===== config.mk =====
export PLATFORM = sky130hd
export DESIGN_NAME = pattern_irq_detect
export DESIGN_NICKNAME = d
export VERILOG_FILES = /design/src/rtl/pm_pkg.sv /design/src/rtl/pm_line_eval.sv /design/src/rtl/pm_combine.sv /design/src/rtl/pm_edge_req.sv /design/src/rtl/pattern_irq_detect.sv
export SDC_FILE = /design/constraint.sdc
export NUM_CORES = 1
export LEC_CHECK = 0
export BUFFER_PORTS_ARGS = -buffer_cell sky130_fd_sc_hd__buf_2
export CELL_PAD_IN_SITES_DETAIL_PLACEMENT = 0
export CELL_PAD_IN_SITES_GLOBAL_PLACEMENT = 1
export CORE_UTILIZATION = 27
export CTS_CLUSTER_DIAMETER = 120
export DETAILED_ROUTE_END_ITERATION = 7
export HOLD_SLACK_MARGIN = 0.02
export PLACE_DENSITY_LB_ADDON = 0.1
export SYNTH_ARGS = -nofsm -noshare
export SYNTH_HDL_FRONTEND = slang
export SYNTH_SLANG_ARGS = --single-unit

===== constraint.sdc =====
create_clock -name clk -period 2.41 [get_ports clk]
set_input_delay 0.482 -clock clk [delete_from_list [all_inputs] [get_ports clk]]
set_output_delay 0.482 -clock clk [all_outputs]
set_load 0.05 [all_outputs]

===== src/rtl/pm_pkg.sv =====
package pm_pkg;
  typedef enum logic {
    COMBINE_ANY = 1'b0,
    COMBINE_ALL = 1'b1
  } combine_e;
endpackage


===== src/rtl/pm_line_eval.sv =====
module pm_line_eval #(
  parameter int WIDTH = 8
) (
  input  logic [WIDTH-1:0] pin_in,
  input  logic [WIDTH-1:0] out_val,
  input  logic [WIDTH-1:0] dir_in,
  input  logic [WIDTH-1:0] mask,
  input  logic             level_high,
  output logic [WIDTH-1:0] hit,
  output logic [WIDTH-1:0] live
);
  // Per-line evaluation: pick the source, compare against the active level,
  // and qualify with the mask.
  for (genvar i = 0; i < WIDTH; i++) begin : g_line
    logic eff;
    assign eff     = dir_in[i] ? pin_in[i] : out_val[i];
    assign live[i] = ~mask[i];
    assign hit[i]  = live[i] & (eff == level_high);
  end
endmodule


===== src/rtl/pm_combine.sv =====
module pm_combine
  import pm_pkg::*;
#(
  parameter int WIDTH = 8
) (
  input  logic [WIDTH-1:0] hit,
  input  logic [WIDTH-1:0] live,
  input  combine_e         mode,
  output logic             cond
);
  logic any_live;
  logic all_hit;
  logic any_hit;

  assign any_live = |live;
  assign any_hit  = |hit;
  assign all_hit  = ((hit & live) == live);

  always_comb begin
    unique case (mode)
      COMBINE_ALL: cond = any_live & all_hit;
      default:     cond = any_hit;
    endcase
  end
endmodule


===== src/rtl/pm_edge_req.sv =====
module pm_edge_req (
  input  logic clk,
  input  logic rst,
  input  logic cond,
  input  logic irq_en,
  input  logic clr_pend,
  input  logic sync_fetch,
  output logic irq_req
);
  logic cond_q;
  logic pend_q;
  logic pend_d;
  logic rise;
  logic irq_q;

  assign rise = cond & ~cond_q;

  always_comb begin
    pend_d = pend_q;
    if (rise)     pend_d = 1'b1;
    if (clr_pend) pend_d = 1'b0;
  end

  always_ff @(posedge clk) begin
    if (rst) begin
      cond_q <= 1'b0;
      pend_q <= 1'b0;
      irq_q  <= 1'b0;
    end else begin
      cond_q <= cond;
      pend_q <= pend_d;
      if (!sync_fetch) irq_q <= pend_d & irq_en;
    end
  end

  assign irq_req = irq_q;

  // request frozen while the fetch sync is asserted
  a_r8_sync_hold: assert property (@(posedge clk) disable iff (rst)
    sync_fetch |=> $stable(irq_req));

  // a clear outside the sync window drops the request
  a_r9_clear_drops: assert property (@(posedge clk) disable iff (rst)
    (clr_pend && !sync_fetch) |=> !irq_req);

  // disabled enable keeps the output low
  a_r10_enable_gate: assert property (@(posedge clk) disable iff (rst)
    (!irq_en && !sync_fetch) |=> !irq_req);

  // a new request rises only if the condition was observed true
  a_r5_rise_needs_cond: assert property (@(posedge clk) disable iff (rst)
    (!irq_req && !sync_fetch && !pend_q && !cond) |=> !irq_req);
endmodule


===== src/rtl/pattern_irq_detect.sv =====
module pattern_irq_detect
  import pm_pkg::*;
#(
  parameter int WIDTH = 8
) (
  input  logic             clk,
  input  logic             rst,
  input  logic [WIDTH-1:0] pin_in,
  input  logic [WIDTH-1:0] out_val,
  input  logic [WIDTH-1:0] dir_in,
  input  logic [WIDTH-1:0] mask,
  input  logic             level_high,
  input  logic             all_mode,
  input  logic             irq_en,
  input  logic             clr_pend,
  input  logic             sync_fetch,
  output logic             irq_req
);
  logic [WIDTH-1:0] hit;
  logic [WIDTH-1:0] live;
  logic             cond;
  combine_e         mode;

  assign mode = all_mode ? COMBINE_ALL : COMBINE_ANY;

  pm_line_eval #(.WIDTH(WIDTH)) u_eval (
    .pin_in     (pin_in),
    .out_val    (out_val),
    .dir_in     (dir_in),
    .mask       (mask),
    .level_high (level_high),
    .hit        (hit),
    .live       (live)
  );

  pm_combine #(.WIDTH(WIDTH)) u_comb (
    .hit  (hit),
    .live (live),
    .mode (mode),
    .cond (cond)
  );

  pm_edge_req u_req (
    .clk        (clk),
    .rst        (rst),
    .cond       (cond),
    .irq_en     (irq_en),
    .clr_pend   (clr_pend),
    .sync_fetch (sync_fetch),
    .irq_req    (irq_req)
  );

  // fully masked port yields a false condition
  a_r7_full_mask: assert property (@(posedge clk) disable iff (rst)
    (&mask) |-> !cond);

  // masked lines never report a hit
  a_r1_masked_no_hit: assert property (@(posedge clk) disable iff (rst)
    (hit & mask) == '0);
endmodule


# After elaboration in Yosys (flattened, before gate mapping)
# Cells that the tools add are included.
dict set report word_totals {
  regBits 3
  output_inout_bits 1
  wordCells 47
}
dict set report op_classes {
  eq_ne 9
  n_mux 12
  bitwise_logic 21
  n_reduce_logical 2
}
# operator count
set op_table {}
lappend op_table {{$reduce_or A8 Y1} 2}
lappend op_table {{$mux W1} 12}
lappend op_table {{$and A1 B1 Y1} 11}
lappend op_table {{$not A1 Y1} 9}
lappend op_table {{$and A8 B8 Y8} 1}
lappend op_table {{$eq A1 B1 Y1} 8}
lappend op_table {{$eq A8 B8 Y1} 1}

# Longest topological paths before layout
# Gate-level depths: netlist (run 1).
dict set report logic_depth {
  depth_word 11
  depth_mapped 7
  ltp_nobuf 6
}

# Cells and area by module
# From an unflattened synthesis (run 1), not the netlist that was laid out.
dict set report hier_totals {
  cells_unflattened 68
  area_unflattened_um2 550.5
}
# mod instances cells_per_inst area_per_inst_um2 seq_area_each_um2
set modules_own_cells {}
lappend modules_own_cells {pm_line_eval 1 41 291.5 0.0}
lappend modules_own_cells {pm_combine 1 17 158.9 0.0}
lappend modules_own_cells {pm_edge_req 1 10 100.1 60.1}

# Worst setup path before layout (run 1)
# OpenSTA, ideal clock, no wires.
dict set report synth_path {
  kind {input to register}
  from {in dir_in[0]}
  to {reg u_req.pend_q}
  setup_ps 96
  arrival_time_ps 1676
  required_time_ps 2314
  path_slack_ps 639
  cell_stages 6
  path_cell_list {mux2i_1 > mux2i_1 > o2111ai_1 > nor4b_4 > nor2_2 > o41ai_2}
}
dict set report synth_between {
  elab_chain_len 10
  word_cells_on_any_way 11
  classes_between {eq/ne (2); mux (4); bitwise (4); reduce/logical (1)}
}
# item line_no
set synth_rtl {}
lappend synth_rtl {{start: declaration} pattern_irq_detect.sv:10} ;# input logic [WIDTH-1:0] dir_in,
lappend synth_rtl {{$mux W1 (*)} pm_line_eval.sv:16} ;# assign eff = dir_in[i] ? pin_in[i] : out_val[i];
lappend synth_rtl {{$eq A1 B1 Y1 (*)} pm_line_eval.sv:18} ;# assign hit[i] = live[i] & (eff == level_high);
lappend synth_rtl {{$and A1 B1 Y1 (*)} pm_line_eval.sv:18}
lappend synth_rtl {{$and A8 B8 Y8} pm_combine.sv:17} ;# assign all_hit = ((hit & live) == live);
lappend synth_rtl {{$eq A8 B8 Y1} pm_combine.sv:17}
lappend synth_rtl {{$and A1 B1 Y1} pm_combine.sv:21} ;# COMBINE_ALL: cond = any_live & all_hit;
lappend synth_rtl {{$mux W1 (*)} pm_combine.sv:20} ;# unique case (mode)
lappend synth_rtl {{$and A1 B1 Y1 (*)} pm_edge_req.sv:16} ;# assign rise = cond & ~cond_q;
lappend synth_rtl {{$mux W1 (*)} pm_edge_req.sv:20} ;# if (rise) pend_d = 1'b1;
lappend synth_rtl {{$mux W1 (*)} pm_edge_req.sv:21} ;# if (clr_pend) pend_d = 1'b0;
lappend synth_rtl {{end signal: assignment} pm_edge_req.sv:31} ;# pend_q <= pend_d;
lappend synth_rtl {{end: declaration} pm_edge_req.sv:11} ;# logic pend_q;
# Mark *: on every way between the ends. The rest lies on a longest branch, timed or not.
# A chain may end at the register's enable or synchronous reset.

# Worst setup path after layout (run 1)
dict set report layout_path {
  from {in dir_in[3]}
  to {reg u_req.pend_q}
}
# Same word-level chain as after synthesis.

==> flow_metrics.env, run 1 <==
export IMPL_synth_top_cell_area_share_pct=28.1
export IMPL_worst_pin_slew_ns=0.279
export IMPL_critPathRequiredTime_ns=2.55
export IMPL_fin_skew_ns=0.00321
export IMPL_dpl_cell_area_sq_um=714
export IMPL_synth_area_top_cells="mux2i_1 (28%), dfxtp_1 (12%), xor2_1 (7.0%)"
export IMPL_syn_inst=58
export IMPL_hold_ws_ns=0.453
export IMPL_grt_pass1_vias=507
export IMPL_post_cts_setup_buffers=0
export IMPL_ys_seq_area_share_pct=12.0
export IMPL_grt_overflow_total=0
export IMPL_fmax_mhz=573
export IMPL_maxCapViolations=0
export IMPL_cts_tree="built"
export IMPL_cts_root_buf="clkbuf_4"
export IMPL_nets=140
export IMPL_cts_buffer_depth=2
export IMPL_cts_resized=0
export IMPL_drt_total_wl_um=1170
export IMPL_cp_top_family="multiplexers"
export IMPL_dp_hpwl_um=1020
export IMPL_via_per_inst=4.69
export IMPL_place_congestion=0.736
export IMPL_critical_path_buf_inv_count=1
export IMPL_power_mw=0.255
export IMPL_numCtsBuffers=3
export IMPL_setup_viol_count_final=0
export IMPL_layout_common_cells="buf_2 (39), mux2i_1 (14), nor2_1 (7)"
export IMPL_slew_limit_headroom_pct=80.9
export IMPL_fin_crit_sh_pct=72.4
export IMPL_crit_path_max_fanout=2
export IMPL_drt_iter0_markers=16
export IMPL_grt_max_degree=14
export IMPL_dp_cells=121
export IMPL_clkSlewWorstSetupHoldPaths_ns=0.04
export IMPL_synth_nets=97
export IMPL_drive_gt1_share_pct=47.0
export IMPL_dr_total_vias=586
export IMPL_arrival_ns=1.89
export IMPL_antenna_cells=0
export IMPL_synth_area_leader_cell="mux2i_1"
export IMPL_yosysUniqueCellTypes=24
export IMPL_die_y_um=45
export IMPL_syn2layout_area_growth_pct=48.4
export IMPL_post_route_drc_count=0
export IMPL_power_leakage_nw=0.398
export IMPL_hold_buffers=0
export IMPL_outcome="finished, final reports clean"
export IMPL_chipWidth_um=45
export IMPL_grt_first_pass_wirelength_um=1840
export IMPL_port_buffers=39
export IMPL_met2_usage_pct=23.2
export IMPL_mostFrequentLayoutCell="buf_2"
export IMPL_syn_area_sq_um=499
export IMPL_grt_use_met3_pct=2.40
export IMPL_vdd_drop_max_mv=0.153
export IMPL_fin_crit_ns=1.75
export IMPL_design_area_sq_um=741
export IMPL_register_area_sq_um=60.1
export IMPL_hold_path_class="in2reg"
export IMPL_die_area_sq_mm=0.00203
export IMPL_p_per_area_mw_per_mm2=345
export IMPL_synth_warnings=0
export IMPL_busiest_layer="met2"
export IMPL_io_pins=40
export IMPL_rows=15
export IMPL_antenna_found_initial=0
export IMPL_worstPathCellList="buf_2 > mux2i_1 > mux2i_1 > o2111ai_1 > nor4b_4 > nor2_2 > o41ai_2"
export IMPL_slew_viol_final=0
export IMPL_crit_top_cell="mux2i_1"
export IMPL_crit_slowest_cell="nor4b_4"
export IMPL_multi_input_area_sq_um=413
export IMPL_clock_latency_ns=0.24
export IMPL_finalSetupTns_ns=0
export IMPL_track_usage_pct=12.5
export IMPL_postSynthAreaPerCell_sq_um=8.61
export IMPL_fillers=207
export IMPL_setup_worst_path_class="in2reg"
export IMPL_max_stage_delay_ns=0.34
export IMPL_cp_end_kind="flop"
export IMPL_layout_cells_non_filler=125
export IMPL_ant_nets=0
export IMPL_grt_use_met1_pct=13.6
export IMPL_first_pass_iters=4
export IMPL_ys_seq_elements=3
export IMPL_clock_sinks=3
export IMPL_finalHoldViolations=0
export IMPL_rsz0062_at_grt="no"
export IMPL_startpoint_type="input port"
export IMPL_core_area_sq_mm=0.00173
export IMPL_htreeDepth=1
export IMPL_wl_per_cell_um=9.32
export IMPL_start_util_pct=28.9
synthesized netlist by cell type, drive strengths merged:
cell type,count
xor2,4
nand4,1
nor4b,1
o2111a,1
a22oi,1
xnor2,1
a41oi,2
nand2,4
o21ai,2
dfxtp,3
a2bb2o,1
o22ai,1
inv,4
nor2,8
buf,1
nor2b,4
o2111ai,1
nand2b,1
o41ai,1
mux2i,14
nor4bb,1
nand3,1
sequential cells by signal (all words and copies together) (netlist names):
signal         flops
u_req.cond_q       1
u_req.irq_req      1
u_req.pend_q       1
per-layer routing:
metal  routed length, um  vias to the layer above  part of all wire, %
met5                   0                        -                    0
met4                  25                        0                  2.1
met3                 101                        5                  8.7
met2                 572                       33                   49
met1                 465                      251                   40
li1                    -                      297                    -
power breakdown:
group	internal (mW)	leakage (nW)	switching [mW]
registers	0.0532	0.0246	0.00183
logic	0.0600	0.358	0.0517
clock network	0.0621	0.0150	0.0265
total	0.175	0.398	0.0801
worst register-to-register path, cell delays in order (launching register included):
cell      delay, ns
dfxtp_1        0.31
nor4bb_1       0.23
o21ai_0        0.11
nand2_1        0.06
path summary, 6_finish.rpt:
path         slack (ns)            end          from  depth (start not counted)
max                0.66   u_req.pend_q     dir_in[3]                          7
min                0.45   u_req.pend_q      clr_pend                          2
max reg2reg        1.64  u_req.irq_req  u_req.cond_q                          3
min reg2reg        0.46   u_req.pend_q  u_req.cond_q                          1
kinds of logic after synthesis:
| kind of cell | after synthesis | synth area share (%) |
|---|---|---|
| AND/OR/NAND/NOR | 21 | 26.3 |
| XOR/XNOR | 5 | 8.77 |
| buffers and inverters | 5 | 5.26 |
| AO/OA/AOI/OAI | 10 | 19.6 |
| flip-flops | 3 | 12.0 |
| multiplexers | 14 | 28.1 |
layout make-up:
type | instances | share of cell area (%)
Clock buffer | 4 | 3.55
Inverter | 4 | 2.03
Multi-Input combinational cell | 50 | 55.7
Sequential cell | 3 | 8.11
Tap cell | 25 | 4.22
Timing Repair Buffer | 39 | 26.4
metrics by stage:
step           util [%]  worst slack (ns)
6_report           42.9             0.665
5_1_grt            42.9             0.525
4_1_cts            42.9             0.668
3_5_place_dp       41.4             0.426
3_3_place_gp       41.4             0.450
2_1_floorplan         -             0.639
Power figures use the tool's default switching activity.
==> inputs of run 2 (changes only) <==
ABC_AREA = 1   (was default)
CORE_UTILIZATION = 25   (was 27)
clock period = 1.75 ns   (was 2.41 ns; I/O delays follow)
==> flow_metrics.env, run 2 <==
export IMPL_hold_ws_ns=0.302
export IMPL_drive_gt1_share_pct=34.5
export IMPL_maxCapViolations=0
export IMPL_worstPathCellList="buf_2 > inv_2 > nand3_1 > nand2_1 > nand2_1 > nand2_1 > nor2_1 > nand2_1 > nand2_2 > nand2_2 > nand2_2 > nand2_1 > nand3_1 > nand2_1"
export IMPL_rsz0062_at_grt="no"
export IMPL_synth_edf_count=0
export IMPL_hold_path_class="in2reg"
export IMPL_chipWidth_um=53.5
export IMPL_io_pins=40
export IMPL_drt_iter0_markers=14
export IMPL_clock_latency_ns=0.24
export IMPL_grt_max_degree=12
export IMPL_post_cts_setup_buffers=0
export IMPL_die_y_um=53.5
export IMPL_drt_total_wl_um=1700
export IMPL_nets=214
export IMPL_ant_nets=0
export IMPL_async_flop_share_pct=0
export IMPL_cts_resized=0
export IMPL_outcome="finished, final reports clean"
export IMPL_grt_pass1_vias=799
export IMPL_holdPathStages=2
export IMPL_finalHoldViolations=0
export IMPL_syn2layout_area_growth_pct=37.4
export IMPL_syn_inst=132
export IMPL_critPathRequiredTime_ns=1.88
export IMPL_first_pass_iters=4
export IMPL_hold_start="rst"
export IMPL_slew_limit_headroom_pct=82.6
export IMPL_fin_skew_ns=0.00319
export IMPL_finalSetupTns_ns=0
export IMPL_dp_hpwl_um=1450
export IMPL_setup_viol_count_final=0
export IMPL_startpoint_type="input port"
export IMPL_fin_crit_ns=1.39
export IMPL_dr_total_vias=869
export IMPL_arrival_ns=1.52
export IMPL_antenna_cells=0
export IMPL_setup_worst_path_class="in2reg"
export IMPL_yosysUniqueCellTypes=14
export IMPL_synth_common_cells="nand2_1 (54), inv_1 (27), nand3_1 (18)"
export IMPL_core_area_sq_mm=0.00250
export IMPL_post_route_drc_count=0
export IMPL_layout_common_cells="nand2_1 (54), buf_2 (39), inv_1 (27)"
export IMPL_antenna_found_initial=0
export IMPL_worst_pin_slew_ns=0.261
export IMPL_via_per_inst=4.26
export IMPL_die_area_sq_mm=0.00286
export IMPL_synth_warnings=0
export IMPL_synth_most_common_cell="nand2_1"
export IMPL_crit_path_max_fanout=11
export IMPL_numCtsBuffers=3
export IMPL_cts_root_buf="clkbuf_4"
export IMPL_cts_tree="built"
export IMPL_postSynthAreaPerCell_sq_um=5.01
export IMPL_synth_nets=171
export IMPL_cp_top_family="simple AND/OR/NAND/NOR gates"
export IMPL_rr_worst_depth=5
export IMPL_p_per_area_mw_per_mm2=418
export IMPL_hold_buffers=0
export IMPL_grt_first_pass_wirelength_um=3000
export IMPL_synth_flop_cell="dfxtp_1"
export IMPL_place_congestion=0.797
export IMPL_synth_top_cell_area_share_pct=30.6
export IMPL_synth_area_top_cells="nand2_1 (31%), inv_1 (15%), nand3_1 (14%)"
export IMPL_slew_viol_final=0
export IMPL_port_buffers=39
export IMPL_min_to="u_req.cond_q"
export IMPL_fmax_mhz=722
export IMPL_ys_seq_area_share_pct=9.07
export IMPL_power_leakage_nw=0.609
export IMPL_htreeDepth=1
export IMPL_rr_startpoint="u_req.cond_q"
export IMPL_timing_rr_end="u_req.irq_req"
export IMPL_synth_area_leader_cell="nand2_1"
export IMPL_crit_cells=14
export IMPL_max_stage_delay_ns=0.24
export IMPL_crit_top_cell="nand2_1"
export IMPL_vdd_drop_max_mv=0.407
export IMPL_mostFrequentLayoutCell="nand2_1"
export IMPL_crit_slowest_cell="buf_2"
export IMPL_start_util_pct=26.5
export IMPL_rows=18
export IMPL_track_usage_pct=14.1
export IMPL_grt_overflow_total=0
export IMPL_cp_end_kind="flop"
export IMPL_ff2ff_setup_slack_ns=1.10
export IMPL_fin_crit_sh_pct=79.2
export IMPL_critical_path_buf_inv_count=2
export IMPL_syn_area_sq_um=662
export IMPL_cts_buffer_depth=2
export IMPL_clkSlewWorstSetupHoldPaths_ns=0.04
export IMPL_clock_sinks=3
export IMPL_wl_per_cell_um=8.33
export IMPL_ys_seq_elements=3
run 2: cell types whose count changed in the layout (fill, tap and decap cells not counted), sizes merged, moves of 4 or more:
cell,previous run,this run
nand2,4,58
nand3,1,27
inv,4,29
mux2i,14,0
nor2b,4,0
xor2,4,0
run 2: per-layer routing:
metal	vias up	part of all wire [%]	global-route usage, %
met3	2	6.2	4.60
li1	487	-	-
met1	358	46	16.8
met2	22	47	25.0
met5	-	0	0
met4	0	0.65	1.32
run 2: cell type report:
cell class	count	area (sq um)
Inverter	29	109
Multi-Input combinational cell	99	482
Timing Repair Buffer	39	195
Sequential cell	3	60.1
Fill cell	283	1590
Clock buffer	4	26.3
Tap cell	30	37.5
run 2: where the power goes:
| group | switching [mW] | total [mW] | internal, mW | leakage (nW) |
|---|---|---|---|---|
| sequential | 0.000973 | 0.0736 | 0.0727 | 0.0246 |
| clock | 0.0396 | 0.125 | 0.0857 | 0.0150 |
| combinational | 0.103 | 0.182 | 0.0789 | 0.569 |
| total | 0.143 | 0.381 | 0.237 | 0.609 |
run 2: worst max-delay path by stage:
stage	startpoint	endpoint	slack (ns)
6_report	level_high	u_req.irq_req	0.36
2_1_floorplan	level_high	u_req.irq_req	0.54
5_1_grt	level_high	u_req.irq_req	0.19
3_3_place_gp	level_high	u_req.irq_req	0.15
4_1_cts	level_high	u_req.irq_req	0.37
3_5_place_dp	level_high	u_req.irq_req	0.12
run 2: cell families (layout without fill, tap and decap cells):
group	count (synthesis)	after routing	share of synthesized area, %
simple gates	97	97	70.9
flops	3	3	9.07
buf+inv	30	72	18.1
compound gates	2	2	1.89
run 2: stage by stage:
| step | power, mW | area (sq um) | instances | setup slack, ns | util (%) |
|---|---|---|---|---|---|
| finish | 0.381 | 910 | 204 | 0.365 | 36.4 |
| global route | 0.434 | 910 | 204 | 0.190 | 36.4 |
| CTS | 0.391 | 910 | 204 | 0.368 | 36.4 |
| detailed placement | 0.258 | 883 | 200 | 0.120 | 35.3 |
| global placement | 0.257 | 883 | 200 | 0.149 | 35.3 |
| floorplan | 0.191 | 662 | 132 | 0.540 | - |
==> inputs of run 3 (changes only) <==
CORE_UTILIZATION = 23   (was 25)
clock period = 1.1 ns   (was 1.75 ns; I/O delays follow)
==> flow_metrics.env, run 3 (synthesized netlist as in run 2, its figures left out) <==
export IMPL_crit_top_cell="nand2_1"
export IMPL_fmax_mhz=938
export IMPL_wl_per_cell_um=8.45
export IMPL_hold_path_class="in2reg"
export IMPL_cts_tree="built"
export IMPL_ant_nets=0
export IMPL_multi_input_area_sq_um=489
export IMPL_port_buffers=39
export IMPL_grt_first_pass_wirelength_um=3080
export IMPL_ff2ff_setup_slack_ns=0.46
export IMPL_antenna_found_initial=0
export IMPL_max_stage_delay_ns=0.13
export IMPL_crit_path_max_fanout=5
export IMPL_register_area_sq_um=60.1
export IMPL_arrival_ns=1.19
export IMPL_slew_limit_headroom_pct=83.7
export IMPL_post_route_drc_count=0
export IMPL_layout_common_cells="nand2_1 (53), buf_2 (37), inv_1 (26)"
export IMPL_dp_hpwl_um=1490
export IMPL_setup_viol_count_final=0
export IMPL_rsz0062_at_grt="yes"
export IMPL_slew_viol_final=0
export IMPL_critPathRequiredTime_ns=1.23
export IMPL_chipWidth_um=55.6
export IMPL_numCtsBuffers=3
export IMPL_die_y_um=55.6
export IMPL_dp_cells=202
export IMPL_clock_latency_ns=0.24
export IMPL_syn2layout_area_growth_pct=48.6
export IMPL_fin_crit_ns=1.07
export IMPL_drt_iter0_markers=20
export IMPL_via_per_inst=4.32
export IMPL_dr_total_vias=894
export IMPL_crit_slowest_cell="buf_16"
export IMPL_cts_buffer_depth=2
export IMPL_die_area_sq_mm=0.00310
export IMPL_grt_max_degree=11
export IMPL_fillers=314
export IMPL_fin_skew_ns=0.00116
export IMPL_worstPathCellList="buf_6 > buf_16 > nand2_1 > nand2_1 > nand2_1 > nand2_1 > nor2_1 > nand2_1 > nand2_2 > nand2_2 > nand2_2 > nand2_1 > nand3_1 > nand2_1"
export IMPL_vdd_drop_max_mv=0.423
export IMPL_core_area_sq_mm=0.00273
export IMPL_first_pass_iters=4
export IMPL_p_per_area_mw_per_mm2=648
export IMPL_clock_sinks=3
export IMPL_holdPathStages=2
export IMPL_grt_pass1_vias=811
export IMPL_cp_end_kind="flop"
export IMPL_drt_total_wl_um=1750
export IMPL_clkSlewWorstSetupHoldPaths_ns=0.04
export IMPL_place_congestion=0.766
export IMPL_layout_cells_non_filler=207
export IMPL_io_pins=40
export IMPL_hold_ws_ns=0.176
export IMPL_hold_buffers=0
export IMPL_grt_overflow_total=0
export IMPL_start_util_pct=24.2
export IMPL_rr_worst_depth=5
export IMPL_cts_root_buf="clkbuf_4"
export IMPL_antenna_cells=0
export IMPL_track_usage_pct=12.1
export IMPL_startpoint_type="input port"
export IMPL_outcome="finished, final reports clean"
export IMPL_mostFrequentLayoutCell="nand2_1"
export IMPL_rows=19
export IMPL_finalHoldViolations=0
export IMPL_setup_worst_path_class="in2reg"
export IMPL_drive_gt1_share_pct=36.9
export IMPL_worst_pin_slew_ns=0.247
export IMPL_htreeDepth=1
export IMPL_fin_crit_sh_pct=96.9
export IMPL_power_leakage_nw=0.637
export IMPL_maxCapViolations=0
export IMPL_nets=216
[run 3: worst max-delay path: cells and delay by family]
| family | cells | cell delay [ns] |
|---|---|---|
| buffers and inverters | 2 | 0.25 |
| AND/OR/NAND/NOR | 12 | 0.71 |
[run 3: worst paths after layout]
path,start,to
setup reg to reg,u_req.cond_q,u_req.irq_req
hold / removal,rst,u_req.cond_q
setup / recovery,level_high,u_req.irq_req
hold reg to reg,u_req.pend_q,u_req.pend_q
[run 3: layout make-up]
cell class | instances | area share (%)
multi-input combinational | 99 | 49.7
sequential | 3 | 6.11
tap | 31 | 3.94
timing repair buffer | 41 | 26.0
clock buffer | 4 | 2.67
inverter | 29 | 11.6
[run 3: power breakdown]
| part | leakage, nW | internal [mW] | switching, mW |
|---|---|---|---|
| Clock | 0.0150 | 0.136 | 0.0612 |
| Sequential | 0.0246 | 0.116 | 0.00160 |
| Combinational | 0.597 | 0.150 | 0.173 |
| Total | 0.637 | 0.401 | 0.236 |
[run 3: stage by stage]
stage	total power [mW]	area, sq um	utilization [%]	TNS, ns	setup WS, ns
floorplan	0.304	662	-	0	0.0203
global placement	0.418	905	33.1	-0.538	-0.253
detailed placement	0.422	905	33.1	-0.584	-0.283
CTS	0.637	967	35.4	0	0.0284
global route	0.701	983	36.0	-0.0816	-0.0816
finish	0.637	983	36.0	0	0.0339
[run 3: routing by layer]
metal  global-route usage (%)  vias up  part of all wire (%)
met2                     23.4       19                    52
met4                     4.29        0                  0.86
li1                         -      492                     -
met3                     1.63        3                   3.3
met1                     13.3      380                    43
met5                        0        -                     0
[run 3: timing repair]
item / 4_1_cts / 5_1_grt
gates resized for setup: 4 / 5
endpoints found under the setup margin: 1 / 1
setup buffers: 0 / 0
pin swaps: 3 / 7
gates cloned: 1 / 0
